### src/rtl/vcocal_pkg.sv
package vcocal_pkg;

  typedef enum logic [2:0] {
    CS_IDLE,
    CS_INIT,
    CS_SETTLE,
    CS_SAMPLE,
    CS_HAND,
    CS_FINISH
  } cal_state_e;

  localparam int unsigned SCALE_FIELD_W  = 4;
  localparam int unsigned SCALE_MAX_SHIFT = 7;

  // Contrary samples a decision may contain; larger code = tighter, zero code = none.
  function automatic int unsigned err_tolerance(input logic [1:0] acc, input int unsigned samples);
    if (acc == 2'd0) return 0;
    return samples - 32'(acc);
  endfunction

endpackage

### src/rtl/vcocal_tick_gen.sv
module vcocal_tick_gen
  import vcocal_pkg::*;
#(
  parameter int unsigned BASE_PERIOD = 16
) (
  input  logic                     clk,
  input  logic                     rst_n,
  input  logic                     restart,
  input  logic [SCALE_FIELD_W-1:0] scale_code,
  output logic                     tick
);
  localparam int unsigned MAX_PERIOD = BASE_PERIOD << SCALE_MAX_SHIFT;
  localparam int unsigned CNT_W      = $clog2(MAX_PERIOD + 1);
  localparam int unsigned SH_W       = SCALE_FIELD_W - 1;

  logic [CNT_W-1:0] cnt_q;
  logic [CNT_W-1:0] period;
  logic [SH_W-1:0]  shamt;

  always_comb begin
    if (scale_code[SCALE_FIELD_W-1]) begin
      shamt  = scale_code[SH_W-1:0];
      period = CNT_W'(BASE_PERIOD) << shamt;
    end else begin
      shamt  = SH_W'(SCALE_MAX_SHIFT) - scale_code[SH_W-1:0];
      period = CNT_W'(BASE_PERIOD) >> shamt;
    end
    if (period == '0) period = CNT_W'(1);
  end

  assign tick = (cnt_q == period - CNT_W'(1));

  always_ff @(posedge clk) begin
    if (!rst_n)               cnt_q <= '0;
    else if (restart || tick) cnt_q <= '0;
    else                      cnt_q <= cnt_q + CNT_W'(1);
  end

endmodule

### src/rtl/vcocal_vote.sv
module vcocal_vote
  import vcocal_pkg::*;
#(
  parameter int unsigned SAMPLES = 4   // must be at least 4 for the tolerance codes
) (
  input  logic       clk,
  input  logic       rst_n,
  input  logic       sample_en,
  input  logic       last_sample,
  input  logic       cmp_high,
  input  logic [1:0] acc_code,
  output logic       verdict_high
);
  localparam int unsigned CW = $clog2(SAMPLES + 1);

  logic [CW-1:0] hits_q;
  logic [CW-1:0] hits_now;

  assign hits_now     = hits_q + CW'(cmp_high);
  assign verdict_high = (32'(hits_now) > err_tolerance(acc_code, SAMPLES));

  always_ff @(posedge clk) begin
    if (!rst_n)         hits_q <= '0;
    else if (sample_en) hits_q <= last_sample ? '0 : hits_now;
  end

endmodule

### src/rtl/vcocal_sar.sv
module vcocal_sar
  import vcocal_pkg::*;
#(
  parameter int unsigned VCO_W        = 2,
  parameter int unsigned TRIM_W       = 6,
  parameter int unsigned SAMPLES      = 4,
  parameter int unsigned HAND_TICKS   = 2,
  parameter int unsigned FINISH_TICKS = 3
) (
  input  logic              clk,
  input  logic              rst_n,
  input  logic              launch,
  input  logic              tick,
  input  logic              full_search,
  input  logic [VCO_W-1:0]  vco_fixed,
  input  logic              verdict_high,
  output logic              active,
  output logic              sampling,
  output logic              last_sample,
  output logic              finish_now,
  output logic [VCO_W-1:0]  vco_try,
  output logic [TRIM_W-1:0] trim_try
);
  localparam int unsigned SUB_MAX0 = (SAMPLES > HAND_TICKS) ? SAMPLES : HAND_TICKS;
  localparam int unsigned SUB_MAX  = (SUB_MAX0 > FINISH_TICKS) ? SUB_MAX0 : FINISH_TICKS;
  localparam int unsigned SUB_W    = $clog2(SUB_MAX + 1);
  localparam logic [VCO_W-1:0]  VCO_MSB  = VCO_W'(1) << (VCO_W - 1);
  localparam logic [TRIM_W-1:0] TRIM_MSB = TRIM_W'(1) << (TRIM_W - 1);

  cal_state_e        state_q;
  logic [SUB_W-1:0]  sub_q;
  logic              in_vco_q;
  logic [VCO_W-1:0]  vco_bit_q;
  logic [TRIM_W-1:0] trim_bit_q;
  logic [VCO_W-1:0]  vco_try_q;
  logic [TRIM_W-1:0] trim_try_q;

  logic sub_end_sample, sub_end_hand, sub_end_finish;
  assign sub_end_sample = (sub_q == SUB_W'(SAMPLES - 1));
  assign sub_end_hand   = (sub_q == SUB_W'(HAND_TICKS - 1));
  assign sub_end_finish = (sub_q == SUB_W'(FINISH_TICKS - 1));

  always_ff @(posedge clk) begin
    if (!rst_n) begin
      state_q    <= CS_IDLE;
      sub_q      <= '0;
      in_vco_q   <= 1'b0;
      vco_bit_q  <= '0;
      trim_bit_q <= '0;
      vco_try_q  <= '0;
      trim_try_q <= '0;
    end else if (launch) begin
      state_q    <= CS_INIT;
      sub_q      <= '0;
      in_vco_q   <= full_search;
      vco_bit_q  <= VCO_MSB;
      trim_bit_q <= TRIM_MSB;
      vco_try_q  <= full_search ? VCO_MSB : vco_fixed;
      trim_try_q <= TRIM_MSB;
    end else if (tick) begin
      unique case (state_q)
        CS_INIT: state_q <= CS_SETTLE;
        CS_SETTLE: begin
          state_q <= CS_SAMPLE;
          sub_q   <= '0;
        end
        CS_SAMPLE: begin
          if (!sub_end_sample) begin
            sub_q <= sub_q + SUB_W'(1);
          end else begin
            sub_q <= '0;
            if (in_vco_q) begin
              // too fast: drop the core bit; then trial the next lower bit
              vco_try_q <= (verdict_high ? (vco_try_q & ~vco_bit_q) : vco_try_q) | (vco_bit_q >> 1);
              vco_bit_q <= vco_bit_q >> 1;
              if (vco_bit_q[0]) begin
                in_vco_q <= 1'b0;
                state_q  <= CS_HAND;
              end else begin
                state_q  <= CS_SETTLE;
              end
            end else begin
              // too fast: keep capacitance; too slow: drop it
              trim_try_q <= (verdict_high ? trim_try_q : (trim_try_q & ~trim_bit_q)) | (trim_bit_q >> 1);
              trim_bit_q <= trim_bit_q >> 1;
              state_q    <= trim_bit_q[0] ? CS_FINISH : CS_SETTLE;
            end
          end
        end
        CS_HAND: begin
          if (sub_end_hand) begin
            state_q <= CS_SETTLE;
            sub_q   <= '0;
          end else begin
            sub_q <= sub_q + SUB_W'(1);
          end
        end
        CS_FINISH: begin
          if (sub_end_finish) begin
            state_q <= CS_IDLE;
            sub_q   <= '0;
          end else begin
            sub_q <= sub_q + SUB_W'(1);
          end
        end
        default: state_q <= CS_IDLE;
      endcase
    end
  end

  assign active      = (state_q != CS_IDLE);
  assign sampling    = (state_q == CS_SAMPLE);
  assign last_sample = sampling && sub_end_sample;
  assign finish_now  = tick && (state_q == CS_FINISH) && sub_end_finish;
  assign vco_try     = vco_try_q;
  assign trim_try    = trim_try_q;

endmodule

### src/rtl/vcocal_ctrl.sv
module vcocal_ctrl
  import vcocal_pkg::*;
#(
  parameter int unsigned BASE_PERIOD = 16,
  parameter int unsigned VCO_W       = 2,
  parameter int unsigned TRIM_W      = 6,
  parameter int unsigned SAMPLES     = 4
) (
  input  logic              clk,
  input  logic              rst_n,
  input  logic              cal_start,
  input  logic              single_vco_mode,
  input  logic              bypass_en,
  input  logic [VCO_W-1:0]  vco_manual,
  input  logic [TRIM_W-1:0] trim_manual,
  input  logic [3:0]        clk_scale,
  input  logic [1:0]        accuracy,
  input  logic              cmp_high,
  input  logic              rdiv_sat,
  output logic [VCO_W-1:0]  vco_sel,
  output logic [TRIM_W-1:0] trim_code,
  output logic [VCO_W-1:0]  rb_vco,
  output logic [TRIM_W-1:0] rb_trim,
  output logic              cal_busy,
  output logic              cal_done,
  output logic              sat_error,
  output logic              cmp_strobe
);
  localparam int unsigned HAND_TICKS   = 2;
  localparam int unsigned FINISH_TICKS = 3;
  localparam logic [SCALE_FIELD_W-1:0] SCALE_UNITY = SCALE_FIELD_W'(1) << (SCALE_FIELD_W - 1);

  logic                     active, sampling, last_sample, finish_now, tick, verdict_high, launch;
  logic [VCO_W-1:0]         vco_try;
  logic [TRIM_W-1:0]        trim_try;
  logic [SCALE_FIELD_W-1:0] scale_q;
  logic [1:0]               acc_q;
  logic                     byp_q, done_q, sat_q;
  logic [VCO_W-1:0]         man_vco_q, rb_vco_q;
  logic [TRIM_W-1:0]        man_trim_q, rb_trim_q;

  assign launch = cal_start && !active && !bypass_en;

  always_ff @(posedge clk) begin
    if (!rst_n) begin
      scale_q <= SCALE_UNITY;
      acc_q   <= '0;
    end else if (launch) begin
      scale_q <= clk_scale;
      acc_q   <= accuracy;
    end
  end

  always_ff @(posedge clk) begin
    if (!rst_n) begin
      byp_q      <= 1'b0;
      man_vco_q  <= '0;
      man_trim_q <= '0;
    end else if (!active) begin
      byp_q      <= bypass_en;
      man_vco_q  <= vco_manual;
      man_trim_q <= trim_manual;
    end
  end

  always_ff @(posedge clk) begin
    if (!rst_n) begin
      rb_vco_q  <= '0;
      rb_trim_q <= '0;
      done_q    <= 1'b0;
      sat_q     <= 1'b0;
    end else begin
      done_q <= finish_now;
      if (finish_now) begin
        rb_vco_q  <= vco_try;
        rb_trim_q <= trim_try;
      end
      if (launch)                sat_q <= 1'b0;
      else if (active && rdiv_sat) sat_q <= 1'b1;
    end
  end

  vcocal_tick_gen #(
    .BASE_PERIOD(BASE_PERIOD)
  ) u_tick (
    .clk       (clk),
    .rst_n     (rst_n),
    .restart   (launch),
    .scale_code(scale_q),
    .tick      (tick)
  );

  vcocal_vote #(
    .SAMPLES(SAMPLES)
  ) u_vote (
    .clk         (clk),
    .rst_n       (rst_n),
    .sample_en   (cmp_strobe),
    .last_sample (last_sample),
    .cmp_high    (cmp_high),
    .acc_code    (acc_q),
    .verdict_high(verdict_high)
  );

  vcocal_sar #(
    .VCO_W       (VCO_W),
    .TRIM_W      (TRIM_W),
    .SAMPLES     (SAMPLES),
    .HAND_TICKS  (HAND_TICKS),
    .FINISH_TICKS(FINISH_TICKS)
  ) u_sar (
    .clk         (clk),
    .rst_n       (rst_n),
    .launch      (launch),
    .tick        (tick),
    .full_search (!single_vco_mode),
    .vco_fixed   (vco_manual),
    .verdict_high(verdict_high),
    .active      (active),
    .sampling    (sampling),
    .last_sample (last_sample),
    .finish_now  (finish_now),
    .vco_try     (vco_try),
    .trim_try    (trim_try)
  );

  assign cmp_strobe = sampling && tick;
  assign cal_busy   = active;
  assign cal_done   = done_q;
  assign sat_error  = sat_q;
  assign rb_vco     = rb_vco_q;
  assign rb_trim    = rb_trim_q;
  assign vco_sel    = active ? vco_try  : (byp_q ? man_vco_q  : rb_vco_q);
  assign trim_code  = active ? trim_try : (byp_q ? man_trim_q : rb_trim_q);

endmodule

### config.mk
export PLATFORM = sky130hd
export DESIGN_NAME = vcocal_ctrl
export DESIGN_NICKNAME = d
export VERILOG_FILES = /design/src/rtl/vcocal_pkg.sv /design/src/rtl/vcocal_tick_gen.sv /design/src/rtl/vcocal_vote.sv /design/src/rtl/vcocal_sar.sv /design/src/rtl/vcocal_ctrl.sv
export SDC_FILE = /design/constraint.sdc
export NUM_CORES = 1
export LEC_CHECK = 0
export BUFFER_PORTS_ARGS = -buffer_cell sky130_fd_sc_hd__buf_2
export CAP_MARGIN = 10
export CORE_MARGIN = 1.5
export CORE_UTILIZATION = 40
export CTS_CLUSTER_DIAMETER = 40
export DETAILED_ROUTE_END_ITERATION = 6
export PLACE_DENSITY = 0.67
export SLEW_MARGIN = 25
export SYNTH_ARGS = -nofsm -noshare
export SYNTH_HDL_FRONTEND = slang
export SYNTH_SLANG_ARGS = --single-unit
### constraint.sdc
create_clock -name clk -period 3.4 [get_ports clk]
set_input_delay 0.85 -clock clk [delete_from_list [all_inputs] [get_ports clk]]
set_output_delay 0.85 -clock clk [all_outputs]
set_load 0.01 [all_outputs]
Word level (Yosys, flattened, before mapping)

Index checks and enable logic that the tools add are counted.

Register bits after elaboration: 63
Input bits: 21
Output and inout port bits: 20
Word-level logic and storage cells: 135

$add $sub $neg: 6
Magnitude comparators: 1
Equality and inequality tests: 16
Shift-type cells: 2
Muxes and demuxes: 51
Bitwise gates (word level): 8
Reduce and logical (&&, ||, !) cells: 29

Operators with widths:

| operator                                                                 | count |
|---|---|
| 6-bit 2-to-1 mux                                                         | 13 |
| 3-bit by 32-bit > comparator with 1-bit output                           | 1 |
| 32-bit 2-to-1 mux                                                        | 1 |
| 3-bit 2-to-1 mux                                                         | 10 |
| 2-bit 2-to-1 mux                                                         | 14 |
| 12-bit 2-to-1 mux                                                        | 2 |
| 4-bit AND reduction                                                      | 6 |
| 3-bit case mux with 5 select lines                                       | 1 |
| 12-bit by 1-bit adder with 12-bit output (second input constant)         | 1 |
| 12-bit == test                                                           | 1 |
| 3-bit by 2-bit == test with 1-bit output (second input constant)         | 4 |
| 12-bit logical NOT                                                       | 1 |
| 3-bit case mux with 4 select lines                                       | 1 |
| 5-bit by 3-bit << shifter with 12-bit output (first input constant)      | 1 |
| 5-bit by 3-bit >> shifter with 12-bit output (first input constant)      | 1 |
| 12-bit by 1-bit subtractor with 12-bit output (second input constant)    | 1 |
| 1-bit 2-to-1 mux                                                         | 9 |
| 2-bit nonzero test                                                       | 4 |
| 1-bit logical AND                                                        | 7 |
| 6-bit AND                                                                | 1 |
| 3-bit by 1-bit == test with 1-bit output (second input constant)         | 2 |
| 3-bit == test (second input constant)                                    | 2 |
| 2-bit by 1-bit inequality test with 1-bit output (second input constant) | 3 |
| 3-bit by 2-bit inequality test with 1-bit output (second input constant) | 2 |
| other kinds (20)                                                         | 24 |

Depth between registers and ports, before layout

Gate-level depths: netlist of run 1.

Depth after elaboration: 11
Depth in mapped cells: 14

Hierarchy

From an unflattened synthesis of run 1, not the netlist that was laid out.

Cells, all modules: 437
Area total of the unflattened synthesis: 3684.8 um2

Modules (own cells, without submodules):

| module          | instances | cells each | area each (um2) | sequential area each (um2) |
|---|---|---|---|---|
| vcocal_sar      | 1         | 160        | 1301.2          | 460.4 |
| vcocal_ctrl     | 1         | 117        | 1143.6          | 500.5 |
| vcocal_tick_gen | 1         | 130        | 1002.2          | 240.2 |
| vcocal_vote     | 1         | 30         | 237.7           | 60.1 |

Worst setup path before layout of run 1

OpenSTA, ideal clock, no wires.

Path kind: register -> output
Start: reg scale_q[2]
End: out cmp_strobe
Arrival: 2.212 ns
Path slack: 0.338 ns
Stages on the path, launching flop included: 9
Path buffers: 1
Path through: dfxtp_1 -> or2_2 -> ha_1 -> buf_2 -> nor3b_1 -> o21a_1 -> a2111o_1 -> a221oi_2 -> and4_1

Word-level cells in the longest chain between the ends: 8
Elaborated cells on any way between the ends: 9

RTL lines:

| item                                            | RTL line              | RTL |
|---|---|---|
| start: declaration                              | vcocal_ctrl.sv:36     | `logic [SCALE_FIELD_W-1:0] scale_q;` |
| start signal: assignment                        | vcocal_ctrl.sv:49     | `scale_q <= clk_scale;` |
| 3-bit subtractor                                | vcocal_tick_gen.sv:25 | `shamt = SH_W'(SCALE_MAX_SHIFT) - scale_code[SH_W-1:0];` |
| 5-bit by 3-bit >> shifter with 12-bit output    | vcocal_tick_gen.sv:26 | `period = CNT_W'(BASE_PERIOD) >> shamt;` |
| 12-bit 2-to-1 mux *                             | vcocal_tick_gen.sv:21 | `if (scale_code[SCALE_FIELD_W-1]) begin` |
| 12-bit logical NOT                              | vcocal_tick_gen.sv:28 | `if (period == '0) period = CNT_W'(1);` |
| 12-bit 2-to-1 mux *                             | vcocal_tick_gen.sv:28 |  |
| 12-bit by 1-bit subtractor with 12-bit output * | vcocal_tick_gen.sv:31 | `assign tick = (cnt_q == period - CNT_W'(1));` |
| 12-bit == test *                                | vcocal_tick_gen.sv:31 |  |
| 1-bit logical AND *                             | vcocal_ctrl.sv:127    | `assign cmp_strobe = sampling && tick;` |
| end: declaration                                | vcocal_ctrl.sv:27     | `output logic cmp_strobe` |

Every way passes the cells marked *; elsewhere a longest branch is shown, timed or not.

Worst setup path after layout of run 1

Start: reg scale_q[3]
End: out cmp_strobe

Word-level cells in the longest chain between the ends: 6

RTL lines:

| item                                            | RTL line |
|---|---|
| 12-bit 2-to-1 mux *                             | vcocal_tick_gen.sv:21 |
| 12-bit logical NOT                              | vcocal_tick_gen.sv:28 |
| 12-bit 2-to-1 mux *                             | vcocal_tick_gen.sv:28 |
| 12-bit by 1-bit subtractor with 12-bit output * | vcocal_tick_gen.sv:31 |
| 12-bit == test *                                | vcocal_tick_gen.sv:31 |
| 1-bit logical AND *                             | vcocal_ctrl.sv:127 |

Marked as above.

==> results.md, run 1 <==
- Total number of vias: 3207
- Flops & latches, synth: 63
- Switch Pwr: 453.0 µW
- Iteration count of the initial detailed-routing pass: 6
- Ant diodes: 0
- Seq/Total Area, Yosys: 36.91%
- Leakage: 1.636 nW
- Endpoints failing hold: 0
- Layout cells sized above 1: 21.88%
- Multiplexer share of the synthesized area: 6.737%
- Fmax: 0.2919 GHz
- Synthesized area per cell: 8.021 µm²
- Slowest-stage cell, CP: a2111o_1
- CP endpoint kind: output pin
- Synth top area share: 36.91%
- Post-synthesis adder-cell area fraction: 4.394%
- Synthesized Nets: 459
- Die area: 9106 µm²
- Post-DRT Antenna Nets: 0
- Total gr overflow: 0
- Critical Path Stages: 10
- Skew-Pair Late Insertion Delay: 0.34 ns
- Clk buf depth: 2
- RSZ-0062 raised after global routing: yes
- Slew headroom: 62.58%
- Largest family of logic cells by synthesized area: simple AND/OR/NAND/NOR gates
- Synth area leader: dfxtp_1
- Row cnt: 33
- Routability Congestion: 0.8602
- Height of the die: 95.43 µm
- XOR/XNOR Fraction of Synth Area: 4.614%
- Final Net Count: 508
- Bufs and invs on worst path: 3
- Clock Pin Slew Worst Setup and Hold Paths: 0.07 ns
- Final Worst Setup Slack: -0.02631 ns
- Final HPWL DP: 5.892 mm
- Vias per cell: 5.482
- Crit path time final: 3.426 ns
- Area growth syn-to-layout: 20.10%
- R2r setup slk: 0.31 ns
- Top_reg_cell synth: dfxtp_1
- Pint: 1.187 mW
- Fin. max-slew vios: 0
- Tcrit/Tclk final: 100.8%
- Worst Hold Launch: man_vco_q[0]$_SDFFE_PN0P_
- Clock Skews: 0.01086 ns
- CP delay by family, top: compound AO/OA/AOI/OAI gates
- CP most frequent cell: buf_6
- Crit Reg-Reg Endpoint: u_sar.trim_try[5]$_SDFFE_PN0P_
- Async SR Flop Fraction: 0%
- Register area: 1265 µm²
- PwrDens: 399.6 nW/µm²
- Die width: 95.43 µm
- WHS: 0.4574 ns
- Synth Area in Compound Gates: 16.51%
- Initial Util: 41.38%
- Initial antenna violation count: 0
- H-tree lvl count: 3
- FILL cells: 819
- DRC Markers: 0
- Power share of the combinational group: 12.6%
- Clock sinks: 63
- Total GRT Usage: 20.24%
- Cell Chain, Critical Path: and2b_2 -> nand2_2 -> ha_4 -> buf_6 -> inv_6 -> and3_4 -> a2111o_1 -> a221oi_4 -> and4_4 -> buf_6
- Multi-input gate area: 2052 µm²
- Sw Share: 27.62%
- CTS root buffer: clkbuf_8
- CP Max Fanout: 5
- Worst path required time: 2.55 ns
- CTS tree: done
- Data arrival time of the worst path: 2.58 ns
- Status: complete, but fails checks
- Post-cts hold buffer count: 0
- Sequential share of power: 47.6%
- Clock power frac: 39.7%
- Tot Pwr: 1.640 mW
- Yosys warnings: 0
- R2R depth: 13
- Reg2reg start: scale_q[3]$_SDFFE_PN1P_
- EDFF count, synth: 0
- Synth cell types: 57
- Post-Route WL: 8.864 mm
- Io pins: 41
- DR WL/cell: 15.15 µm
- VDD IR max: 0.0001536 V
- Hold EP: man_vco_q[0]$_SDFFE_PN0P_
- Synth area leaders: dfxtp_1 (37%), nand2_1 (9.0%), mux2i_1 (6.7%), a21oi_1 (4.4%), ha_1 (4.4%)
- Number of max-cap violations: 0
- Failing checks: setup timing
- Type of the worst setup path: flip-flop to output pin
- Number of global-route vias before repair: 2962
- IO Port Bufs: 40
- Synth cell count leaders: nand2_1 (82), dfxtp_1 (63), a21oi_1 (30)
- Core area: 8258 µm²
- Mapped Cells: 426
- Post-Synth Simple-Gate Area: 25.78%
- First-pass GRT wire length: 14.23 mm
- Hold Crit Class: flip-flop to flip-flop
- Finish-stage setup viols: 1
- Netlist Area Pre-Place: 3417 µm²
- Setup crit start kind: flip-flop
- Crit path largest cell delay: 0.43 ns
- 1st-iter DRT viols: 299
- Largest net degree at the start of global routing: 25
- Inserted Clock Buffers: 9
- Slew @ Worst Pin: 0.5596 ns
- Count leader, synth: nand2_1
- Min-Delay Path Depth: 2
[sequential cells by signal (all words and copies together), names as in the netlist, 2 cells and up]
| signal | flops |
|---|---|
| rb_trim | 6 |
| rb_vco | 2 |
| u_sar.vco_bit_q | 2 |
| u_sar.sub_q | 3 |
| u_sar.vco_try | 2 |
| u_sar.trim_bit_q | 6 |
| man_vco_q | 2 |
| u_vote.hits_q | 3 |
| u_sar.state_q | 3 |
| u_sar.trim_try | 6 |
| scale_q | 4 |
| u_tick.cnt_q | 12 |
| acc_q | 2 |
| man_trim_q | 6 |
[worst max-delay path by stage]
stage                       startpoint          to  slack, ns
3_5_place_dp   scale_q[3]$_SDFFE_PN1P_  cmp_strobe       0.08
6_report       scale_q[3]$_SDFFE_PN1P_  cmp_strobe      -0.03
5_1_grt        scale_q[3]$_SDFFE_PN1P_  cmp_strobe      -0.09
2_1_floorplan  scale_q[2]$_SDFFE_PN0P_  cmp_strobe       0.34
4_1_cts        scale_q[3]$_SDFFE_PN1P_  cmp_strobe      -0.04
3_3_place_gp   scale_q[3]$_SDFFE_PN1P_  cmp_strobe       0.18
[cells in the final DEF, fill, tap and decap left out, types with 10 or more instances in the layout]
| master | n |
|---|---|
| nand2_1 | 81 |
| dfxtp_1 | 62 |
| buf_2 | 39 |
| a21oi_1 | 28 |
| nor2_1 | 27 |
| o21ai_0 | 27 |
| buf_4 | 25 |
| mux2i_1 | 23 |
| inv_1 | 12 |
| ha_1 | 11 |
| nand3_1 | 10 |
[worst min-delay path, cell delays in order, from the launching register on]
cell	delay [ns]
dfxtp_1	0.31
nand2_1	0.05
a21oi_1	0.05
[stage by stage]
| stage | cell area, µm² | TNS (ns) | util (%) | instances | setup WS, ns |
|---|---|---|---|---|---|
| 2_1_floorplan | 3417 | 0 | - | 426 | 0.3376 |
| 3_3_place_gp | 3722 | 0 | 45.08 | 556 | 0.1811 |
| 3_5_place_dp | 3722 | 0 | 45.08 | 556 | 0.08224 |
| 4_1_cts | 4044 | -0.03909 | 48.97 | 581 | -0.03909 |
| 5_1_grt | 4104 | -0.08715 | 49.70 | 585 | -0.08715 |
| 6_report | 4104 | -0.02631 | 49.70 | 585 | -0.02631 |
[area by class of cell]
class	count	area share, %
clock buffers	9	3.018
clock inverters	7	1.768
inverters	13	1.311
multi-input cells	322	50.00
flip-flops and latches	63	30.82
well taps	105	3.201
repair buffers	66	9.878
[cell families (layout without fill, tap and decap cells)]
group / count (synthesis) / in the layout
muxes: 23 / 23
xor gates and xnor gates: 18 / 18
buffers and inverters: 41 / 95
AOI/OAI and AO/OA: 92 / 92
DFF: 63 / 63
and+or+nand+nor: 177 / 177
adders and majority gates: 12 / 12
[per-layer routing]
layer / global-route usage [%] / routed length (µm) / up-vias
li1: - / - / 1595
met1: 26.74 / 3979 / 1501
met2: 32.03 / 4280 / 95
met3: 3.907 / 463 / 16
met4: 8.824 / 141 / 0
met5: 0 / 0 / -
[repair_timing]
| action | in CTS | in global routing |
|---|---|---|
| setup endpoints to repair | 1 | 1 |
| gates resized for setup | 13 | 10 |
| endpoints found under the hold margin | 0 | 0 |
| pin swaps | 4 | 8 |
| setup buffers | 9 | 4 |
[power by group through the flow]
| stage | sequential (mW) | clock [mW] | combinational, mW |
|---|---|---|---|
| detailed placement | 0.798 | 0 | 0.177 |
| finish | 0.781 | 0.652 | 0.207 |
| floorplan | 0.788 | 0 | 0.128 |
| CTS | 0.780 | 0.663 | 0.194 |
| global route | 0.784 | 0.696 | 0.228 |
| global placement | 0.797 | 0 | 0.174 |
(Power assumes the default switching activity.)
==> run 2, diff against run 1 <==
MAX_ROUTING_LAYER = met4   (was not set)
SETUP_SLACK_MARGIN = 0.4   (was not set)
==> run 2 against run 1 <==
The flow still finishes with violations (setup timing). Fmax is 1.3% lower. Non-clock buffer count fell by 3. Total power increased by 10%. Via count grew 0.44%. Largest cell class unchanged. Highest routed layer unchanged.
==> results.md, run 2 (synthesis results as in run 1) <==
- IO Port Bufs: 40
- Data arrival time of the worst path: 2.62 ns
- Worst Hold Launch: man_trim_q[3]$_SDFFE_PN0P_
- Sequential share of power: 43.2%
- Layout cells sized above 1: 20.55%
- Most frequent cells in the layout: nand2_1 (81), dfxtp_1 (62), buf_2 (39)
- Fin. max-slew vios: 0
- Switch Pwr: 440.9 µW
- Io pins: 41
- CTS tree: done
- R2R depth: 13
- Slew @ Worst Pin: 0.5788 ns
- Number of global-route vias before repair: 2926
- Initial Util: 41.38%
- Top routing layer used: met4
- CTS root buffer: clkbuf_8
- Worst path required time: 2.55 ns
- First-pass GRT wire length: 14.06 mm
- Final Worst Setup Slack: -0.07024 ns
- Post-DRT Antenna Nets: 0
- Type of the worst setup path: flip-flop to output pin
- Failing checks: setup timing
- Met2 routed WL: 4.049 mm
- Setup crit start kind: flip-flop
- Finish-stage setup viols: 1
- Die width: 95.43 µm
- Height of the die: 95.43 µm
- VDD IR max: 0.0001862 V
- H-tree lvl count: 3
- Setup_tns: -0.07024 ns
- Final HPWL DP: 5.904 mm
- DR WL/cell: 14.86 µm
- Max reg flops: 12
- Routability Congestion: 0.9225
- Hold Crit Class: flip-flop to flip-flop
- Min-Delay Path Depth: 2
- Total GRT Usage: 20.82%
- Endpoints failing hold: 0
- Final Core Density: 49.95%
- Register area: 1265 µm²
- Row cnt: 33
- Crit path time final: 3.470 ns
- Hold EP: man_trim_q[3]$_SDFFE_PN0P_
- Vias per cell: 5.534
- Ant diodes: 0
- Post-Route WL: 8.650 mm
- Wl on met1: 3.893 mm
- Tot Pwr: 1.809 mW
- 1st-iter DRT viols: 197
- Pint: 1.368 mW
- DRC Markers: 0
- Post-cts hold buffer count: 0
- CP endpoint kind: output pin
- Total number of vias: 3221
- Number of max-cap violations: 0
- Slew headroom: 61.01%
- Power share of the combinational group: 10.7%
- Met3 wire len: 508 µm
- Reg2reg start: scale_q[3]$_SDFFE_PN1P_
- Number of cells after detailed placement: 556
- Sw Share: 24.38%
- Area growth syn-to-layout: 20.73%
- Clock power frac: 46.0%
- Clock sinks: 63
- Leakage: 1.654 nW
- Most common cell after layout, fill and taps aside: nand2_1
- Skew-Pair Late Insertion Delay: 0.36 ns
- Core area: 8258 µm²
- Total gr overflow: 0
- Multi-input gate area: 2017 µm²
- CP Max Fanout: 5
- Inserted Clock Buffers: 9
- R2r setup slk: 0.37 ns
- Crit Reg-Reg Endpoint: u_vote.hits_q[0]$_SDFFE_PN0P_
- Iteration count of the initial detailed-routing pass: 7
- Die area: 9106 µm²
- Post-route insts no fill: 582
- Status: complete, but fails checks
- CP startpoint: scale_q[3]$_SDFFE_PN1P_
- Tcrit/Tclk final: 102.1%
- Clk buf depth: 2
- PwrDens: 438.4 nW/µm²
- Final Cell Area: 4125 µm²
- FILL cells: 779
- Fmax: 0.2882 GHz
- Initial antenna violation count: 0
- Biggest register: u_tick.cnt_q
- RSZ-0062 raised after global routing: yes
- Largest net degree at the start of global routing: 25
- Final Net Count: 505
- Clock Skews: 0.006126 ns
- Clock Pin Slew Worst Setup and Hold Paths: 0.07 ns
- Post-Place Cell Area: 3729 µm²
run 2: cell count changes in the layout (fill, tap and decap cells not counted), sizes merged:
cell,previous run,this run
inv,14,13
clkinv,3,2
bufinv,1,3
clkinvlp,2,0
buf,66,63
clkbuf,9,11
run 2: per-layer routing:
| layer | global-route usage (%) | vias to the layer above |
|---|---|---|
| met1 | 26.54 | 1502 |
| met3 | 5.502 | 21 |
| met5 | - | - |
| li1 | - | 1588 |
| met2 | 31.26 | 110 |
| met4 | 8.333 | 0 |
run 2: critical path, cell delays in order (launching register included):
cell,delay [ns]
dfxtp_4,0.35
and2b_2,0.24
nand2_2,0.07
ha_4,0.19
buf_6,0.12
nor3b_1,0.13
o21a_1,0.20
a2111o_1,0.30
a221oi_2,0.27
and4_4,0.29
buf_6,0.10
run 2: through the flow:
| stage | hold slack [ns] | worst slack, ns |
|---|---|---|
| after floorplan | 0.4360 | 0.4140 |
| after global placement | 0.4421 | 0.1256 |
| after detailed placement | 0.4516 | 0.07986 |
| after CTS | 0.4615 | -0.05927 |
| after global routing | 0.4829 | -0.1626 |
| final | 0.4595 | -0.07024 |
run 2: cell type report:
| class | instances | share of cell area (%) |
|---|---|---|
| Sequential cell | 63 | 30.66 |
| Clock inverter | 5 | 2.517 |
| Inverter | 13 | 1.183 |
| Multi-Input combinational cell | 322 | 48.89 |
| Tap cell | 105 | 3.185 |
| Clock buffer | 11 | 3.670 |
| Timing Repair Buffer | 63 | 9.888 |
run 2: power groups by stage:
stage	logic (mW)	registers (mW)	clock network (mW)
5_1_grt	0.216	0.784	0.879
3_3_place_gp	0.176	0.798	0
6_report	0.194	0.781	0.833
3_5_place_dp	0.178	0.799	0
2_1_floorplan	0.129	0.788	0
4_1_cts	0.190	0.781	0.846
run 2: timing repair:
action | CTS | global route
pin swaps | 5 | 4
setup buffers | 9 | 1
gates resized for setup | 10 | 4
endpoints found under the setup margin | 27 | 33
run 2: how the worst max path moves through the flow:
stage / to / slack (ns) / cells after the start
finish: cmp_strobe / -0.07 / 10
global route: cmp_strobe / -0.16 / 10
CTS: cmp_strobe / -0.06 / 10
detailed placement: cmp_strobe / 0.08 / 9
global placement: cmp_strobe / 0.13 / 9
floorplan: cmp_strobe / 0.41 / 9
==> run 3, diff against run 2 <==
GPL_TIMING_DRIVEN = 0   (was not set)
==> run 3 against run 2 <==
The flow still finishes with violations (setup timing). Sequential cell count is the same. First-iteration DRC count grew 0.51%. Final cell count grew 4.8%. Total power shrank 3.8%. Setup slack lost 0.018 ns. Critical path type unchanged. Critical endpoint unchanged.
==> results.md, run 3 (synthesis results as in run 1) <==
- First-pass GRT wire length: 14.99 mm
- Failing checks: setup timing
- R2r setup slk: 0.16 ns
- Reg2reg start: scale_q[3]$_SDFFE_PN1P_
- Fmax: 0.2867 GHz
- Final Core Density: 52.06%
- Post-DRT Antenna Nets: 0
- Clock sinks: 63
- Switch Pwr: 473.9 µW
- Slew headroom: 51.19%
- Post-route insts no fill: 610
- Endpoints failing hold: 0
- Row cnt: 33
- Final HPWL DP: 6.432 mm
- Core area: 8258 µm²
- Number of cells after detailed placement: 571
- DR WL/cell: 15.74 µm
- Status: complete, but fails checks
- Most frequent cells in the layout: nand2_1 (81), dfxtp_1 (61), buf_2 (44)
- Area growth syn-to-layout: 25.81%
- Total GRT Usage: 22.39%
- Ant diodes: 0
- Hold EP: man_trim_q[4]$_SDFFE_PN0P_
- CP most frequent cell: buf_6
- Finish-stage setup viols: 1
- H-tree lvl count: 3
- Hold Crit Class: flip-flop to flip-flop
- CP delay by family, top: simple AND/OR/NAND/NOR gates
- Clk buf depth: 2
- PwrDens: 404.7 nW/µm²
- VDD IR max: 0.0002202 V
- Number of global-route vias before repair: 3157
- Sw Share: 27.24%
- DRC Markers: 0
- Worst path required time: 2.55 ns
- Die width: 95.43 µm
- Height of the die: 95.43 µm
- Number of max-cap violations: 0
- Skew-Pair Late Insertion Delay: 0.36 ns
- Leakage: 1.731 nW
- Final Worst Setup Slack: -0.08850 ns
- Initial Util: 41.38%
- Crit path largest cell delay: 0.42 ns
- CP endpoint kind: output pin
- Biggest register: u_tick.cnt_q
- Bufs and invs on worst path: 4
- Setup crit start kind: flip-flop
- CTS tree: done
- Cell Chain, Critical Path: and2b_2 -> nand2_4 -> ha_4 -> buf_6 -> buf_6 -> inv_4 -> and3_1 -> a2111o_1 -> a221oi_4 -> and4_4 -> buf_6
- Max reg flops: 12
- Post-cts hold buffer count: 0
- Power share of the combinational group: 12.9%
- Crit path time final: 3.488 ns
- Clock Skews: 0.01245 ns
- Data arrival time of the worst path: 2.64 ns
- Iteration count of the initial detailed-routing pass: 5
- Pint: 1.266 mW
- Sequential share of power: 44.5%
- R2R depth: 16
- Worst Hold Launch: man_trim_q[4]$_SDFFE_PN0P_
- Min-Delay Path Depth: 2
- 1st-iter DRT viols: 198
- Critical Path Stages: 11
- Largest net degree at the start of global routing: 13
- Vias per cell: 5.548
- Routability Congestion: 0.8847
- Initial antenna violation count: 0
- Io pins: 41
- Clock power frac: 42.7%
- Final Net Count: 533
- Post-Route WL: 9.600 mm
- Clock Pin Slew Worst Setup and Hold Paths: 0.08 ns
- Total number of vias: 3384
- Tcrit/Tclk final: 102.6%
- Most common cell after layout, fill and taps aside: nand2_1
- Crit Reg-Reg Endpoint: u_sar.trim_bit_q[4]$_SDFFE_PP0P_
- CP Max Fanout: 6
- IO Port Bufs: 40
- CTS root buffer: clkbuf_8
- Layout cells sized above 1: 23.37%
- Slew @ Worst Pin: 0.7289 ns
- FILL cells: 806
- Inserted Clock Buffers: 9
- RSZ-0062 raised after global routing: yes
- Fin. max-slew vios: 0
- Total gr overflow: 0
- Slowest-stage cell, CP: a2111o_1
- Die area: 9106 µm²
- Type of the worst setup path: flip-flop to output pin
run 3: changes by cell type in the layout (fill, tap and decap cells not counted), moves of 2 or more:
cell and delta:
clkbuf_1 +13, buf_6 +6, buf_2 +5, a221oi_4 +2
clkbuf_2 +2, nor3_1 -2, nor3_2 +2, o311ai_0 +2
o311ai_1 -2
run 3: worst max path at each step:
stage | to | from
finish | cmp_strobe | scale_q[3]$_SDFFE_PN1P_
global route | cmp_strobe | scale_q[1]$_SDFFE_PN0P_
CTS | cmp_strobe | scale_q[3]$_SDFFE_PN1P_
detailed placement | cmp_strobe | scale_q[3]$_SDFFE_PN1P_
global placement | cmp_strobe | scale_q[3]$_SDFFE_PN1P_
floorplan | cmp_strobe | scale_q[2]$_SDFFE_PN0P_
run 3: per-stage QoR:
step	instance area [µm²]	hold WS [ns]	setup WS (ns)	power, mW	TNS, ns
6_report	4299	0.4601	-0.08850	1.740	-0.08850
5_1_grt	4299	0.4768	-0.1960	1.802	-0.1960
4_1_cts	4202	0.4579	-0.1847	1.740	-0.1847
3_5_place_dp	3757	0.4468	-0.01707	0.9788	-0.01707
3_3_place_gp	3757	0.4417	0.001879	0.9737	0
2_1_floorplan	3426	0.4360	0.4140	0.9171	0
run 3: cell type report:
type / count / area (µm²) / area share (%)
buffer: 28 / 165.2 / 3.842
inverter: 13 / 51.30 / 1.193
sequential: 63 / 1269 / 29.51
clock buffer: 9 / 123.9 / 2.881
timing repair buffer: 63 / 399.1 / 9.284
clock inverter: 7 / 96.34 / 2.241
tap: 105 / 131.4 / 3.056
multi-input combinational: 322 / 2063 / 47.99
run 3: worst register-to-register path: cells and delay by family, from the launching register on:
family	cells	cell delay (ns)
AOI/OAI and AO/OA	2	0.71
adders and majority gates	1	0.13
buffers and inverters	7	0.75
DFF	1	0.36
muxes	1	0.12
and+or+nand+nor	5	1.07
run 3: routing by layer:
metal	up-vias	routed length, µm	GRT usage, %
li1	1653	-	-
met4	0	227	11.27
met5	-	0	-
met1	1612	4292	27.18
met2	98	4569	34.87
met3	21	511	4.944
run 3: timing repair:
action	CTS	global route
setup buffers	14	7
pin swaps	8	8
gates resized for setup	28	15
endpoints found under the hold margin	0	0
endpoints found under the setup margin	55	55
cloned	2	0
run 3: power groups by stage:
| stage | combinational (mW) | clock [mW] | sequential [mW] |
|---|---|---|---|
| after floorplan | 0.129 | 0 | 0.788 |
| after global placement | 0.182 | 0 | 0.791 |
| after detailed placement | 0.187 | 0 | 0.792 |
| after CTS | 0.209 | 0.757 | 0.773 |
| after global routing | 0.245 | 0.782 | 0.776 |
| final | 0.224 | 0.742 | 0.774 |
